$ cat src/rtl/burst_seq_pkg.sv
package burst_seq_pkg;

    localparam int BEAT_W = 2;

    typedef enum logic [1:0] {
        CMD_HOLD      = 2'd0,
        CMD_STEP      = 2'd1,
        CMD_LOAD_PROC = 2'd2,
        CMD_LOAD_CTRL = 2'd3
    } burst_cmd_e;

    typedef enum logic {
        ORDER_LINEAR      = 1'b0,
        ORDER_INTERLEAVED = 1'b1
    } burst_order_e;

    typedef struct packed {
        logic [BEAT_W-1:0] start_lo;
        logic [BEAT_W-1:0] beat;
        burst_order_e      order;
    } beat_state_t;

    function automatic logic is_load(input burst_cmd_e c);
        return (c == CMD_LOAD_PROC) || (c == CMD_LOAD_CTRL);
    endfunction

    function automatic logic [BEAT_W-1:0] map_beat(
        input logic [BEAT_W-1:0] start,
        input logic [BEAT_W-1:0] beat,
        input burst_order_e      ord
    );
        logic [BEAT_W-1:0] r;
        if (ord == ORDER_INTERLEAVED) r = start ^ beat;
        else                          r = start + beat;
        return r;
    endfunction

endpackage

$ cat src/rtl/burst_cmd_decode.sv
module burst_cmd_decode
    import burst_seq_pkg::*;
(
    input  logic       strb_proc_n,
    input  logic       strb_ctrl_n,
    input  logic       adv_n,
    input  logic       sel_n,
    output burst_cmd_e cmd
);
    logic proc_ok;

    always_comb begin
        proc_ok = !strb_proc_n && !sel_n;
        if (proc_ok)           cmd = CMD_LOAD_PROC;
        else if (!strb_ctrl_n) cmd = CMD_LOAD_CTRL;
        else if (!adv_n)       cmd = CMD_STEP;
        else                   cmd = CMD_HOLD;
    end
endmodule

$ cat src/rtl/burst_beat_counter.sv
module burst_beat_counter
    import burst_seq_pkg::*;
(
    input  logic              clk,
    input  logic              rst,
    input  burst_cmd_e        cmd,
    input  logic [BEAT_W-1:0] addr_lo,
    input  burst_order_e      order_in,
    output beat_state_t       state
);
    always_ff @(posedge clk) begin
        if (rst) begin
            state <= '{start_lo: '0, beat: '0, order: ORDER_LINEAR};
        end else if (is_load(cmd)) begin
            state <= '{start_lo: addr_lo, beat: '0, order: order_in};
        end else if (cmd == CMD_STEP) begin
            state.beat <= state.beat + 1'b1;
        end
    end


    step_beat_chk: assert property (@(posedge clk) disable iff (rst)
        (cmd == CMD_STEP) |=> (state.beat == BEAT_W'($past(state.beat) + 1'b1)));


    order_hold_chk: assert property (@(posedge clk) disable iff (rst)
        !is_load(cmd) |=> (state.order == $past(state.order)));


    load_clears_beat_chk: assert property (@(posedge clk) disable iff (rst)
        is_load(cmd) |=> (state.beat == '0));
endmodule

$ cat src/rtl/burst_base_reg.sv
module burst_base_reg
    import burst_seq_pkg::*;
#(
    parameter int HI_W = 15
) (
    input  logic            clk,
    input  logic            rst,
    input  burst_cmd_e      cmd,
    input  logic [HI_W-1:0] addr_hi,
    output logic [HI_W-1:0] base_hi,
    output logic            started
);
    always_ff @(posedge clk) begin
        if (rst) begin
            base_hi <= '0;
            started <= 1'b0;
        end else begin
            started <= is_load(cmd);
            if (is_load(cmd)) base_hi <= addr_hi;
        end
    end


    hi_hold_chk: assert property (@(posedge clk) disable iff (rst)
        !is_load(cmd) |=> $stable(base_hi));


    start_pulse_chk: assert property (@(posedge clk) disable iff (rst)
        (cmd == CMD_STEP || cmd == CMD_HOLD) |=> !started);
endmodule

$ cat src/rtl/burst_addr_seq.sv
module burst_addr_seq
    import burst_seq_pkg::*;
#(
    parameter int ADDR_W = 17
) (
    input  logic              clk,
    input  logic              rst,
    input  logic [ADDR_W-1:0] addr_in,
    input  logic              strb_proc_n,
    input  logic              strb_ctrl_n,
    input  logic              adv_n,
    input  logic              sel_n,
    input  logic              order_sel,
    output logic [ADDR_W-1:0] word_addr,
    output logic              burst_start
);
    localparam int HI_W = ADDR_W - BEAT_W;

    burst_cmd_e        cmd;
    beat_state_t       bstate;
    logic [HI_W-1:0]   base_hi;
    logic [BEAT_W-1:0] cur_lo;

    burst_cmd_decode i_decode (
        .strb_proc_n (strb_proc_n),
        .strb_ctrl_n (strb_ctrl_n),
        .adv_n       (adv_n),
        .sel_n       (sel_n),
        .cmd         (cmd)
    );

    burst_beat_counter i_beat (
        .clk      (clk),
        .rst      (rst),
        .cmd      (cmd),
        .addr_lo  (addr_in[BEAT_W-1:0]),
        .order_in (burst_order_e'(order_sel)),
        .state    (bstate)
    );

    burst_base_reg #(.HI_W(HI_W)) i_base (
        .clk     (clk),
        .rst     (rst),
        .cmd     (cmd),
        .addr_hi (addr_in[ADDR_W-1:BEAT_W]),
        .base_hi (base_hi),
        .started (burst_start)
    );

    always_comb begin
        cur_lo    = map_beat(bstate.start_lo, bstate.beat, bstate.order);
        word_addr = {base_hi, cur_lo};
    end


    proc_load_chk: assert property (@(posedge clk) disable iff (rst)
        (!strb_proc_n && !sel_n) |=> (word_addr == $past(addr_in)) && burst_start);


    ctrl_load_chk: assert property (@(posedge clk) disable iff (rst)
        ((strb_proc_n || sel_n) && !strb_ctrl_n) |=> (word_addr == $past(addr_in)) && burst_start);


    hold_addr_chk: assert property (@(posedge clk) disable iff (rst)
        ((strb_proc_n || sel_n) && strb_ctrl_n && adv_n) |=> $stable(word_addr) && !burst_start);


    linear_step_chk: assert property (@(posedge clk) disable iff (rst)
        ((strb_proc_n || sel_n) && strb_ctrl_n && !adv_n && bstate.order == ORDER_LINEAR)
        |=> (word_addr[BEAT_W-1:0] == BEAT_W'($past(word_addr[BEAT_W-1:0]) + 1'b1)));
endmodule

$ cat config.mk
export PLATFORM = sky130hd
export DESIGN_NAME = burst_addr_seq
export DESIGN_NICKNAME = d
export VERILOG_FILES = /design/src/rtl/burst_seq_pkg.sv /design/src/rtl/burst_cmd_decode.sv /design/src/rtl/burst_beat_counter.sv /design/src/rtl/burst_base_reg.sv /design/src/rtl/burst_addr_seq.sv
export SDC_FILE = /design/constraint.sdc
export NUM_CORES = 1
export LEC_CHECK = 0
export BUFFER_PORTS_ARGS = -buffer_cell sky130_fd_sc_hd__buf_4
export CORE_MARGIN = 1
export CORE_UTILIZATION = 41
export CTS_BUF_LIST = sky130_fd_sc_hd__clkbuf_2 sky130_fd_sc_hd__clkbuf_4 sky130_fd_sc_hd__clkbuf_8
export DETAILED_ROUTE_END_ITERATION = 7
export PLACE_DENSITY = 0.76
export SYNTH_ARGS = -nofsm -noshare
export SYNTH_HDL_FRONTEND = slang
export SYNTH_HIERARCHICAL = 1
export SYNTH_SLANG_ARGS = --single-unit
export TNS_END_PERCENT = 50
$ cat constraint.sdc
create_clock -name clk -period 1.05 [get_ports clk]
set_clock_uncertainty 0.2 [all_clocks]
set_input_delay 0.0525 -clock clk [delete_from_list [all_inputs] [get_ports clk]]
set_output_delay 0.0525 -clock clk [all_outputs]
set_load 0.005 [all_outputs]
## Yosys cells after proc, flatten, opt, wreduce, memory -nomap -nowiden

Index checks and enable logic that the tools add are counted.

- Output and inout port bits: 18
- Flip-flop bits (word level): 21

- Reduce and logical (&&, ||, !) cells: 5
- $add $sub $neg: 2
- Equal/unequal tests: 3
- Muxes and demuxes: 4
- Bitwise operators: 1

Operators with widths:

| operator | count |
|---|---|
| $mux 2 | 3 |
| $eq 2x2->1 const B | 2 |
| $add 2x1->2 const B | 1 |
| $add 2x2->2 | 1 |
| $eq 2x1->1 const B | 1 |
| $logic_not 1->1 | 2 |
| $reduce_or 2->1 | 1 |
| $xor 2x2->2 | 1 |
| $logic_and 1x1->1 | 1 |
| $logic_or 1x1->1 | 1 |
| $mux 1 | 1 |

## Depth between registers and ports, before layout

Gate-level depths: netlist of run 1.

- Depth after elaboration: 6
- Depth in mapped cells: 5

## Cells and area by module

The synthesis of run 1 kept the hierarchy.

Modules (own cells, without submodules):

| module | cells an instance | instances | area each (µm²) |
|---|---|---|---|
| burst_base_reg | 50 | 1 | 569.3 |
| burst_beat_counter | 17 | 1 | 192.7 |
| burst_addr_seq | 4 | 1 | 36.3 |
| burst_cmd_decode | 2 | 1 | 20.0 |

## Worst setup path after synthesis of run 1

OpenSTA, ideal clock, no wires.

- Kind: input to register
- Start point: in sel_n
- End point: reg i_base.base_hi[10]
- Path buffers: 2
- Library setup time: 0.117 ns
- Data required time: 0.733 ns
- Slack: -0.001 ns
- Arrival: 0.734 ns
- Stages on the path: 5
- Path through: o21ai_1 -> buf_6 -> buf_12 -> mux2i_1 -> nor2_1

- Word-level cells in the longest chain between the ends: 5
- Elaborated cells between the ends (all ways): 6
- Classes of those cells: 2 x eq/ne; 1 x mux; 3 x reduce/logical

Ends and longest elaborated chain:

| element | RTL line | RTL |
|---|---|---|
| start, declared | burst_addr_seq.sv:12 | `input logic sel_n,` |
| $logic_not 1->1 * | burst_cmd_decode.sv:13 | `proc_ok = !strb_proc_n && !sel_n;` |
| $logic_and 1x1->1 * | burst_cmd_decode.sv:13 |  |
| $mux 2 * | burst_cmd_decode.sv:14 | `if (proc_ok) cmd = CMD_LOAD_PROC;` |
| $eq 2x2->1 | burst_seq_pkg.sv:24 | `return (c == CMD_LOAD_PROC) \|\| (c == CMD_LOAD_CTRL);` |
| $logic_or 1x1->1 * | burst_seq_pkg.sv:24 |  |
| end signal, assigned | burst_base_reg.sv:19 | `if (is_load(cmd)) base_hi <= addr_hi;` |
| end, declared | burst_base_reg.sv:10 | `output logic [HI_W-1:0] base_hi,` |

Every way passes the cells marked *; elsewhere a longest branch is shown, timed or not.
A chain may end at the register's enable or synchronous reset.

## Final worst setup path of run 1

- Start point: reg i_beat/state[1] (netlist name)
- End point: out word_addr[1]

- Word-level cells in the longest chain between the ends: 2

Ends and longest elaborated chain:

| element | RTL line | RTL |
|---|---|---|
| start, declared | burst_beat_counter.sv:9 | `output beat_state_t state` |
| start signal, assigned | burst_beat_counter.sv:13 | `state <= '{start_lo: '0, beat: '0, order: ORDER_LINEAR};` |
| start signal, assigned | burst_beat_counter.sv:15 | `state <= '{start_lo: addr_lo, beat: '0, order: order_in};` |
| $add 2x2->2 | burst_seq_pkg.sv:34 | `else r = start + beat;` |
| $mux 2 | burst_seq_pkg.sv:33 | `if (ord == ORDER_INTERLEAVED) r = start ^ beat;` |
| end, declared | burst_addr_seq.sv:14 | `output logic [ADDR_W-1:0] word_addr,` |

No other way between the ends.

==> metrics, run 1 <==
outcome finished with violations; violated checks negative hold slack, negative setup slack; leak pwr approximately 0.70 nW; initial antenna violation count 0; global placement routability congestion roughly 0.64; Seq pwr share 53.4%; combinational power share 22.6%; clock power share 24.1%; type of origin of the critical path flop; floorplan row count 15; relative max-transition margin 85.4%; final hold vios 2; crit path time final 1.42 ns; Worst Tran Pin Value 0.219 ns; number of remaining DRC errors 0; layout cells sized above 1 between 40% and 50%; Via density 4.54; flop2flop setup slack -0.03 ns; clock latency at the later pin of the worst-skew pair 0.29 ns; Final Core Density roughly four fifths; CTS Buffer Depth 2; Seq/Total Area, Yosys 51.4%; Total Power 0.00166 W; Mean Syn Cell Area 11.2 um2; internal power 0.00127 W; Net Count, Synth ~100; HP Class in -> reg; Area growth, synth to finish 74.8%; RSZ-0062 raised after global routing yes; DRT iter0 DRCs 3; total routed wirelength around 1.8 mm; Die H 46.7 um; switch share between 20% and 30%; Final HPWL DP 1.14 mm; area of the die 2180 um2; Worst path slowest cell dfxtp_2; Max-cap violations 0; worst setup margin -0.366 ns; Critical Path Sink Type primary output; required time of the critical path about 0.80 ns; CTS H-tree depth 1; Reg2Reg Depth 3; antenna violation net count after detailed routing 0; CTS root buf clkbuf_4; critical-path cell list ha_4 -> nor2b_4 -> xnor2_1 -> buf_4; Starting Density a little under half; Cells after Synth 73; Worst VDD drop 0.000753 V; num ports 42; core region area 1800 um2; DR vias roughly 740; Die Wd roughly 47 um; Post-CTS Hold Fix Bufs 19; Synth cell types 16; final setup TNS -0.593 ns; DR pass1 iterations 3; first-pass GRT wire length between 2 and 3 mm; GRT Total Usage between 10% and 20%; number of global-route vias before repair between 600 and 700; fmax 706 MHz; largest net degree at the start of global routing 22; power per cell area roughly 1200 nW/um2; clock-pin slew on the worst setup and hold paths 0.12 ns; CTS tree done; detailed-route wire length per cell 11.3 um; period utilization 135%; most frequent cells in the layout buf_4, dlygate4sd3_1, mux2i_1, nor2_1, dfxtp_1; slowest stage delay, CP 0.35 ns; Hold Slack -0.101 ns; Hold Path Stages 4; Sw Pwr around 0.00038 W; Yosys warning count 6; Slew Limit Fails 0; Critical Path AT 1.16 ns; FILL cells ~120; #FFs+latches synth 21; commonest non-fill, non-tap cell in the layout buf_4; number of setup buffers added after CTS 0; Final nets 163; CTS sink cnt 21; total CTS buffers 3; Setup Crit Path Kind reg -> out; # setup viols final 3; I/O Buffers roughly 40; CP Max Fanout 2; Inserted Diodes 0; Syn Std Cell Area 818 um2; grt total ovfl 0
==> power by group through the flow <==
stage               sequential [W]  clock, W  combinational, W
floorplan                 0.000894         0          0.000136
global placement          0.000890         0          0.000297
detailed placement        0.000891         0          0.000303
CTS                       0.000878  0.000410          0.000367
global route              0.000889  0.000449          0.000404
finish                    0.000883  0.000398          0.000374
==> cell usage after synthesis <==
cell       count  share of area (%)
a211oi_2       1                1.5
a21bo_1        1                1.2
a2bb2oi_2      1                1.8
buf_12         1                2.4
buf_2          1               0.61
buf_4          1               0.92
buf_6          1                1.4
dfxtp_1       21                 51
ha_1           1                1.5
mux2i_1       18                 22
nand3b_1       1               0.92
nor2_1        18                8.3
nor2b_1        2                1.5
nor3_1         1               0.61
o21ai_1        1               0.61
xnor2_1        3                3.2
==> per-layer routing <==
metal | vias to the layer above | routed length (um) | global-route usage, % | share of wire, %
li1 | 372 | - | - | -
met2 | 20 | 1020 | 36.1 | 56
met3 | 2 | 63 | 3.53 | 3.4
met5 | - | 0 | 0 | 0
met4 | 0 | 12 | 6.86 | 0.66
met1 | 341 | 728 | 18.4 | 40
==> path summary, 6_finish.rpt <==
path | from | end
min | adv_n | i_beat/state[2]
max | i_beat/state[1] | word_addr[1]
max reg2reg | i_beat/state[1] | i_beat/state[2]
min reg2reg | i_base/base_hi[11] | i_base/base_hi[11]
==> critical path, delay by kind of cell, from the launching register on <==
kind | cells | cell delay (ns)
xor gates and xnor gates | 1 | 0.13
DFF | 1 | 0.35
buffers and inverters | 1 | 0.13
and+or+nand+nor | 1 | 0.11
adders and majority gates | 1 | 0.15
==> per-stage QoR <==
step	hold slack (ns)	cells	setup slack (ns)	instance area (um2)
after detailed placement	0.0972	139	-0.126	1160
after CTS	-0.101	162	-0.392	1410
final	-0.101	162	-0.366	1430
after floorplan	-0.0829	73	0.0136	822
after global routing	-0.106	162	-0.422	1430
after global placement	0.0855	139	-0.0716	1160
==> state kept, by name, summed over array words and instances (netlist names) <==
register,flops
i_base/base_hi,15
i_base/started,1
i_beat/state,5
==> cell families after synthesis <==
kind of cell	after synthesis	share of synthesized area [%]
muxes	18	22.0
AOI/OAI and AO/OA	4	5.20
DFF	21	51.4
buffers and inverters	4	5.35
xor gates and xnor gates	3	3.21
and+or+nand+nor	22	11.3
adders and majority gates	1	1.53
==> timing repair <==
item / CTS / global route
pin swaps: 2 / 2
resized for setup: 7 / 11
setup endpoints to repair: 3 / 10
endpoints found under the hold margin: 21 / 2
==> cell type report <==
class                           instances  area, um2  area share (%)
Tap cell                               25       31.3            2.19
Multi-Input combinational cell         48        378            26.4
Timing Repair Buffer                   64        559            39.1
Sequential cell                        21        432            30.2
Clock buffer                            4       30.0            2.10
Power figures use the tool's default switching activity.
==> run 2: changes to the inputs <==
--- a/config.mk
+++ b/config.mk
@@ -11,6 +11,8 @@
 export CTS_BUF_LIST = sky130_fd_sc_hd__clkbuf_2 sky130_fd_sc_hd__clkbuf_4 sky130_fd_sc_hd__clkbuf_8
 export DETAILED_ROUTE_END_ITERATION = 7
 export PLACE_DENSITY = 0.76
+export RECOVER_POWER = 25
+export SLEW_MARGIN = 15
 export SYNTH_ARGS = -nofsm -noshare
 export SYNTH_HDL_FRONTEND = slang
 export SYNTH_HIERARCHICAL = 1
==> metrics, run 2 (synthesis gave the netlist of run 1 again) <==
# setup viols final 3 (unchanged); FILL cells 122 (unchanged); Slew Limit Fails 0 (unchanged); clock-pin slew on the worst setup and hold paths 0.12 ns (about the same); power per cell area 1160 nW/um2 (about the same); worst setup margin -0.366 ns (about the same); largest registers i_base/base_hi: 15 flops, i_beat/state: 5 flops, i_base/started: 1 flops (unchanged); CTS sink cnt 21 (unchanged); number of setup buffers added after CTS 0 (unchanged); floorplan row count 15 (unchanged); CTS Buffer Depth 2 (unchanged); outcome finished with violations (unchanged); number of remaining DRC errors 0 (unchanged); DR pass1 iterations 1 (was 3); RSZ-0062 raised after global routing yes (unchanged); num ports 42 (unchanged); period utilization 135% (about the same); CTS tree done (unchanged); leak pwr 0.698 nW (was 0.699 nW); largest net degree at the start of global routing 22 (unchanged); core region area 1800 um2 (unchanged); Worst VDD drop 0.000753 V (about the same); Die Wd 46.7 um (unchanged); Final nets 163 (unchanged); DR vias 735 (unchanged); Starting Density 45.4% (unchanged); total CTS buffers 3 (unchanged); Final Core Density 79.4% (unchanged); Worst Tran Pin Value 0.228 ns (was 0.219 ns); area of the die 2180 um2 (unchanged); Critical Path Sink Type primary output (unchanged); type of origin of the critical path flop (unchanged); grt total ovfl 0 (unchanged); required time of the critical path 0.80 ns (about the same); GRT Total Usage 18.3% (unchanged); met2 usage in global routing 36.1% (unchanged); Die H 46.7 um (unchanged); number of global-route vias before repair 685 (unchanged); crit path time final 1.42 ns (about the same); Post-CTS Hold Fix Bufs 19 (unchanged); number of flip-flops in the largest register 15 (unchanged); Setup Crit Path Kind reg -> out (unchanged); clock latency at the later pin of the worst-skew pair 0.29 ns (about the same); Final HPWL DP 1.14 mm (unchanged); met1 usage 18.4% (unchanged); Area growth, synth to finish 74.8% (unchanged); Max-cap violations 0 (unchanged); violated checks negative hold slack, negative setup slack (unchanged); Biggest register i_base/base_hi (unchanged); DP Worst Slack -0.126 ns (unchanged); CP Max Fanout 2 (unchanged); Critical Path AT 1.16 ns (about the same); antenna violation net count after detailed routing 0 (unchanged); detailed-route wire length per cell 11.3 um (about the same); fmax 706 MHz (about the same); layout cells sized above 1 46.0% (unchanged); DRT iter0 DRCs 0 (was 3); first-pass GRT wire length 2.74 mm (unchanged); met3 Track Usage GR 3.53% (unchanged); initial antenna violation count 0 (unchanged); global placement routability congestion 0.639 (unchanged); grt peak-use layer met2 (unchanged); Via density 4.54 (unchanged); CTS H-tree depth 1 (unchanged); I/O Buffers 41 (unchanged); most frequent cells in the layout buf_4, dlygate4sd3_1, mux2i_1, nor2_1, dfxtp_1 (unchanged); CTS root buf clkbuf_4 (unchanged); final hold vios 2 (unchanged); commonest non-fill, non-tap cell in the layout buf_4 (unchanged); HP Class in -> reg (unchanged); relative max-transition margin 84.8% (was 85.4%); Hold Slack -0.101 ns (about the same); total routed wirelength 1.83 mm (about the same); Inserted Diodes 0 (unchanged)
==> run 2: changes by cell type in the layout (fill, tap and decap cells not counted), sizes merged <==
| cell | previous run | this run |
|---|---|---|
| clkbuf | 4 | 6 |
| buf | 45 | 43 |
==> run 2: path summary, 6_finish.rpt <==
path / slack, ns / start / depth (start not counted) / end
max reg2reg: -0.03 / i_beat/state[1] / 3 / i_beat/state[2]
min reg2reg: 0.31 / i_base/base_hi[11] / 2 / i_base/base_hi[11]
max: -0.37 / i_beat/state[1] / 4 / word_addr[1]
min: -0.10 / adv_n / 4 / i_beat/state[2]
==> run 2: critical path: stages, from the launching register on <==
cell and delay, ns:
dfxtp_2 0.35, ha_4 0.15, nor2b_4 0.11, xnor2_1 0.13, buf_4 0.13
==> run 2: power breakdown <==
part / switching, W / total (W) / internal [W]
registers: 0.0000309 / 0.000883 / 0.000852
logic: 0.000127 / 0.000373 / 0.000247
clock network: 0.000227 / 0.000400 / 0.000173
total: 0.000384 / 0.00166 / 0.00127
==> run 2: repair_timing <==
action,in CTS,in global routing
endpoints found under the setup margin,3,10
hold endpoints to repair,21,2
resized for setup,7,11
pin swaps,2,2
==> run 2: stage by stage <==
stage	total power [W]	instance area [um2]	TNS, ns	cells	hold WS [ns]
2_1_floorplan	0.00103	822	0	73	-0.0829
3_3_place_gp	0.00119	1160	-1.25	139	0.0855
3_5_place_dp	0.00119	1160	-1.90	139	0.0972
4_1_cts	0.00166	1410	-0.629	162	-0.101
5_1_grt	0.00174	1430	-0.717	162	-0.106
6_report	0.00166	1430	-0.592	162	-0.101
==> run 2: per-layer routing <==
metal,vias to the layer above,wire length (um)
li1,372,-
met5,-,0
met4,0,10
met3,2,64
met1,341,718
met2,20,1030
==> run 2: area by class of cell <==
type	count	area (um2)	area share, %
clock buffer	4	30.0	2.10
multi-input combinational	48	378	26.4
sequential	21	432	30.2
tap	25	31.3	2.19
timing repair buffer	64	559	39.1
==> run 3: changes to the inputs <==
--- a/config.mk
+++ b/config.mk
@@ -6,7 +6,7 @@
 export NUM_CORES = 1
 export LEC_CHECK = 0
 export BUFFER_PORTS_ARGS = -buffer_cell sky130_fd_sc_hd__buf_4
-export CORE_MARGIN = 1
+export CORE_MARGIN = 5
 export CORE_UTILIZATION = 41
 export CTS_BUF_LIST = sky130_fd_sc_hd__clkbuf_2 sky130_fd_sc_hd__clkbuf_4 sky130_fd_sc_hd__clkbuf_8
 export DETAILED_ROUTE_END_ITERATION = 7
==> metrics, run 3 (synthesis gave the netlist of run 1 again) <==
outcome finished with violations (unchanged); violated checks negative hold slack, negative setup slack (unchanged); final hold vios 2 (unchanged); Worst Tran Pin Value 0.237 ns (was 0.228 ns); met2 usage in global routing 28.0% (was 36.1%); critical-path cell list ha_4 -> nor2b_4 -> xnor2_1 -> buf_4 (unchanged); most frequent cells in the layout buf_4, dlygate4sd3_1, mux2i_1, nor2_1, dfxtp_1 (unchanged); Reg2Reg Depth 3 (unchanged); Final nets 164 (was 163); Inserted Diodes 0 (unchanged); floorplan row count 16 (was 15); Die H 54.7 um (was 46.7 um); critical path depth in cells 4 (unchanged); FILL cells 152 (was 122); Critical Path Sink Type primary output (unchanged); # setup viols final 3 (unchanged); period utilization 133% (was 135%); DR pass1 iterations 2 (was 1); HP Class in -> reg (unchanged); I/O Buffers 41 (unchanged); relative max-transition margin 84.2% (was 84.8%); Worst path slowest cell dfxtp_2 (unchanged); Worst VDD drop 0.000777 V (was 0.000753 V); clock-pin slew on the worst setup and hold paths 0.11 ns (was 0.12 ns); first-pass GRT wire length 3.29 mm (was 2.74 mm); Setup Crit Path Kind reg -> out (unchanged); Area growth, synth to finish 72.5% (was 74.8%); grt total ovfl 0 (unchanged); Area after DPL 1160 um2 (about the same); Starting Density 42.6% (was 45.4%); CTS Buffer Depth 2 (unchanged); detailed-route wire length per cell 12.1 um (was 11.3 um); commonest non-fill, non-tap cell in the layout buf_4 (unchanged); type of origin of the critical path flop (unchanged); CP Max Fanout 2 (unchanged); core region area 1920 um2 (was 1800 um2); area of the die 2990 um2 (was 2180 um2); DRT iter0 DRCs 5 (was 0); fmax 714 MHz (was 706 MHz); initial antenna violation count 0 (unchanged); Hold Slack -0.0802 ns (was -0.101 ns); number of remaining DRC errors 0 (unchanged); crit path time final 1.40 ns (was 1.42 ns); antenna violation net count after detailed routing 0 (unchanged); Max-cap violations 0 (unchanged); Via density 4.53 (was 4.54); CTS root buf clkbuf_4 (unchanged); total routed wirelength 2.00 mm (was 1.83 mm); Biggest register i_base/base_hi (unchanged); grt peak-use layer met2 (unchanged); CTS sink cnt 21 (unchanged); num ports 42 (unchanged); Top Family by Delay on Critical Path flip-flops (unchanged); largest net degree at the start of global routing 22 (unchanged); met1 usage 16.5% (was 18.4%); leak pwr 0.694 nW (was 0.698 nW); Critical Path AT 1.15 ns (was 1.16 ns); slowest stage delay, CP 0.35 ns (about the same); layout cells sized above 1 45.7% (was 46.0%); largest registers i_base/base_hi: 15 flops, i_beat/state: 5 flops, i_base/started: 1 flops (unchanged); CTS H-tree depth 1 (unchanged); power per cell area 1160 nW/um2 (about the same); GRT Total Usage 15.1% (was 18.3%); Die Wd 54.7 um (was 46.7 um); Final Cell Area 1410 um2 (was 1430 um2); Post-CTS Hold Fix Bufs 19 (unchanged); Final HPWL DP 1.42 mm (was 1.14 mm); worst setup margin -0.350 ns (was -0.366 ns); global placement routability congestion 0.659 (was 0.639); sum of buffers and inverters on the critical path 1 (unchanged); number of global-route vias before repair 790 (was 685); DR vias 748 (was 735); Slew Limit Fails 0 (unchanged); total CTS buffers 3 (unchanged); met3 Track Usage GR 4.36% (was 3.53%); CTS tree done (unchanged); required time of the critical path 0.80 ns (about the same); DP Worst Slack -0.105 ns (was -0.126 ns); Hold Path Stages 4 (unchanged); RSZ-0062 raised after global routing yes (unchanged); number of flip-flops in the largest register 15 (unchanged); clock latency at the later pin of the worst-skew pair 0.29 ns (about the same)
run 3: tightest hold or removal path: stages:
cell and delay [ns]:
buf_4 0.08, a2bb2oi_2 0.07, nand3b_1 0.10, a211oi_2 0.07
run 3: layout make-up:
type	count	area (um2)	area share, %
Timing Repair Buffer	65	539	38.2
Sequential cell	21	430	30.5
Multi-Input combinational cell	48	378	26.8
Tap cell	27	33.8	2.39
Clock buffer	4	30.0	2.13
run 3: where the power goes:
group | internal (W) | switching (W) | total (W) | leakage (nW)
registers | 0.000851 | 0.0000297 | 0.000881 | 0.176
clock network | 0.000173 | 0.000214 | 0.000387 | 0.0184
logic | 0.000239 | 0.000127 | 0.000365 | 0.499
total | 0.00126 | 0.000370 | 0.00163 | 0.694
run 3: metal layers:
layer	part of all wire [%]	wire (um)	vias up
met5	0	0	-
met4	0	0	0
met3	9.5	190	0
met2	51	1010	30
met1	40	797	345
li1	-	-	373
run 3: worst paths after layout:
kind / start / end / slack [ns]
worst max-delay path: i_beat/state[3] / word_addr[1] / -0.35
worst min-delay path: adv_n / i_beat/state[2] / -0.08
worst max register to register: i_beat/state[1] / i_beat/state[2] / -0.06
worst min register to register: i_base/base_hi[13] / i_base/base_hi[13] / 0.30
run 3: repair_timing:
item                                    in CTS  in global routing
resized for setup                            7                  6
endpoints found under the hold margin       21                  2
pin swaps                                    1                  2
setup buffers                                0                  0
endpoints found under the setup margin       3                 10
run 3: metrics by stage:
stage / util [%] / setup TNS, ns / cells / hold WS (ns) / total power, W
floorplan: - / 0 / 73 / -0.0829 / 0.00103
global placement: 60.2 / -1.06 / 142 / 0.0876 / 0.00119
detailed placement: 60.2 / -1.36 / 142 / 0.0962 / 0.00120
CTS: 73.0 / -0.634 / 165 / -0.0812 / 0.00165
global route: 73.4 / -0.770 / 165 / -0.0680 / 0.00172
finish: 73.4 / -0.586 / 165 / -0.0802 / 0.00163
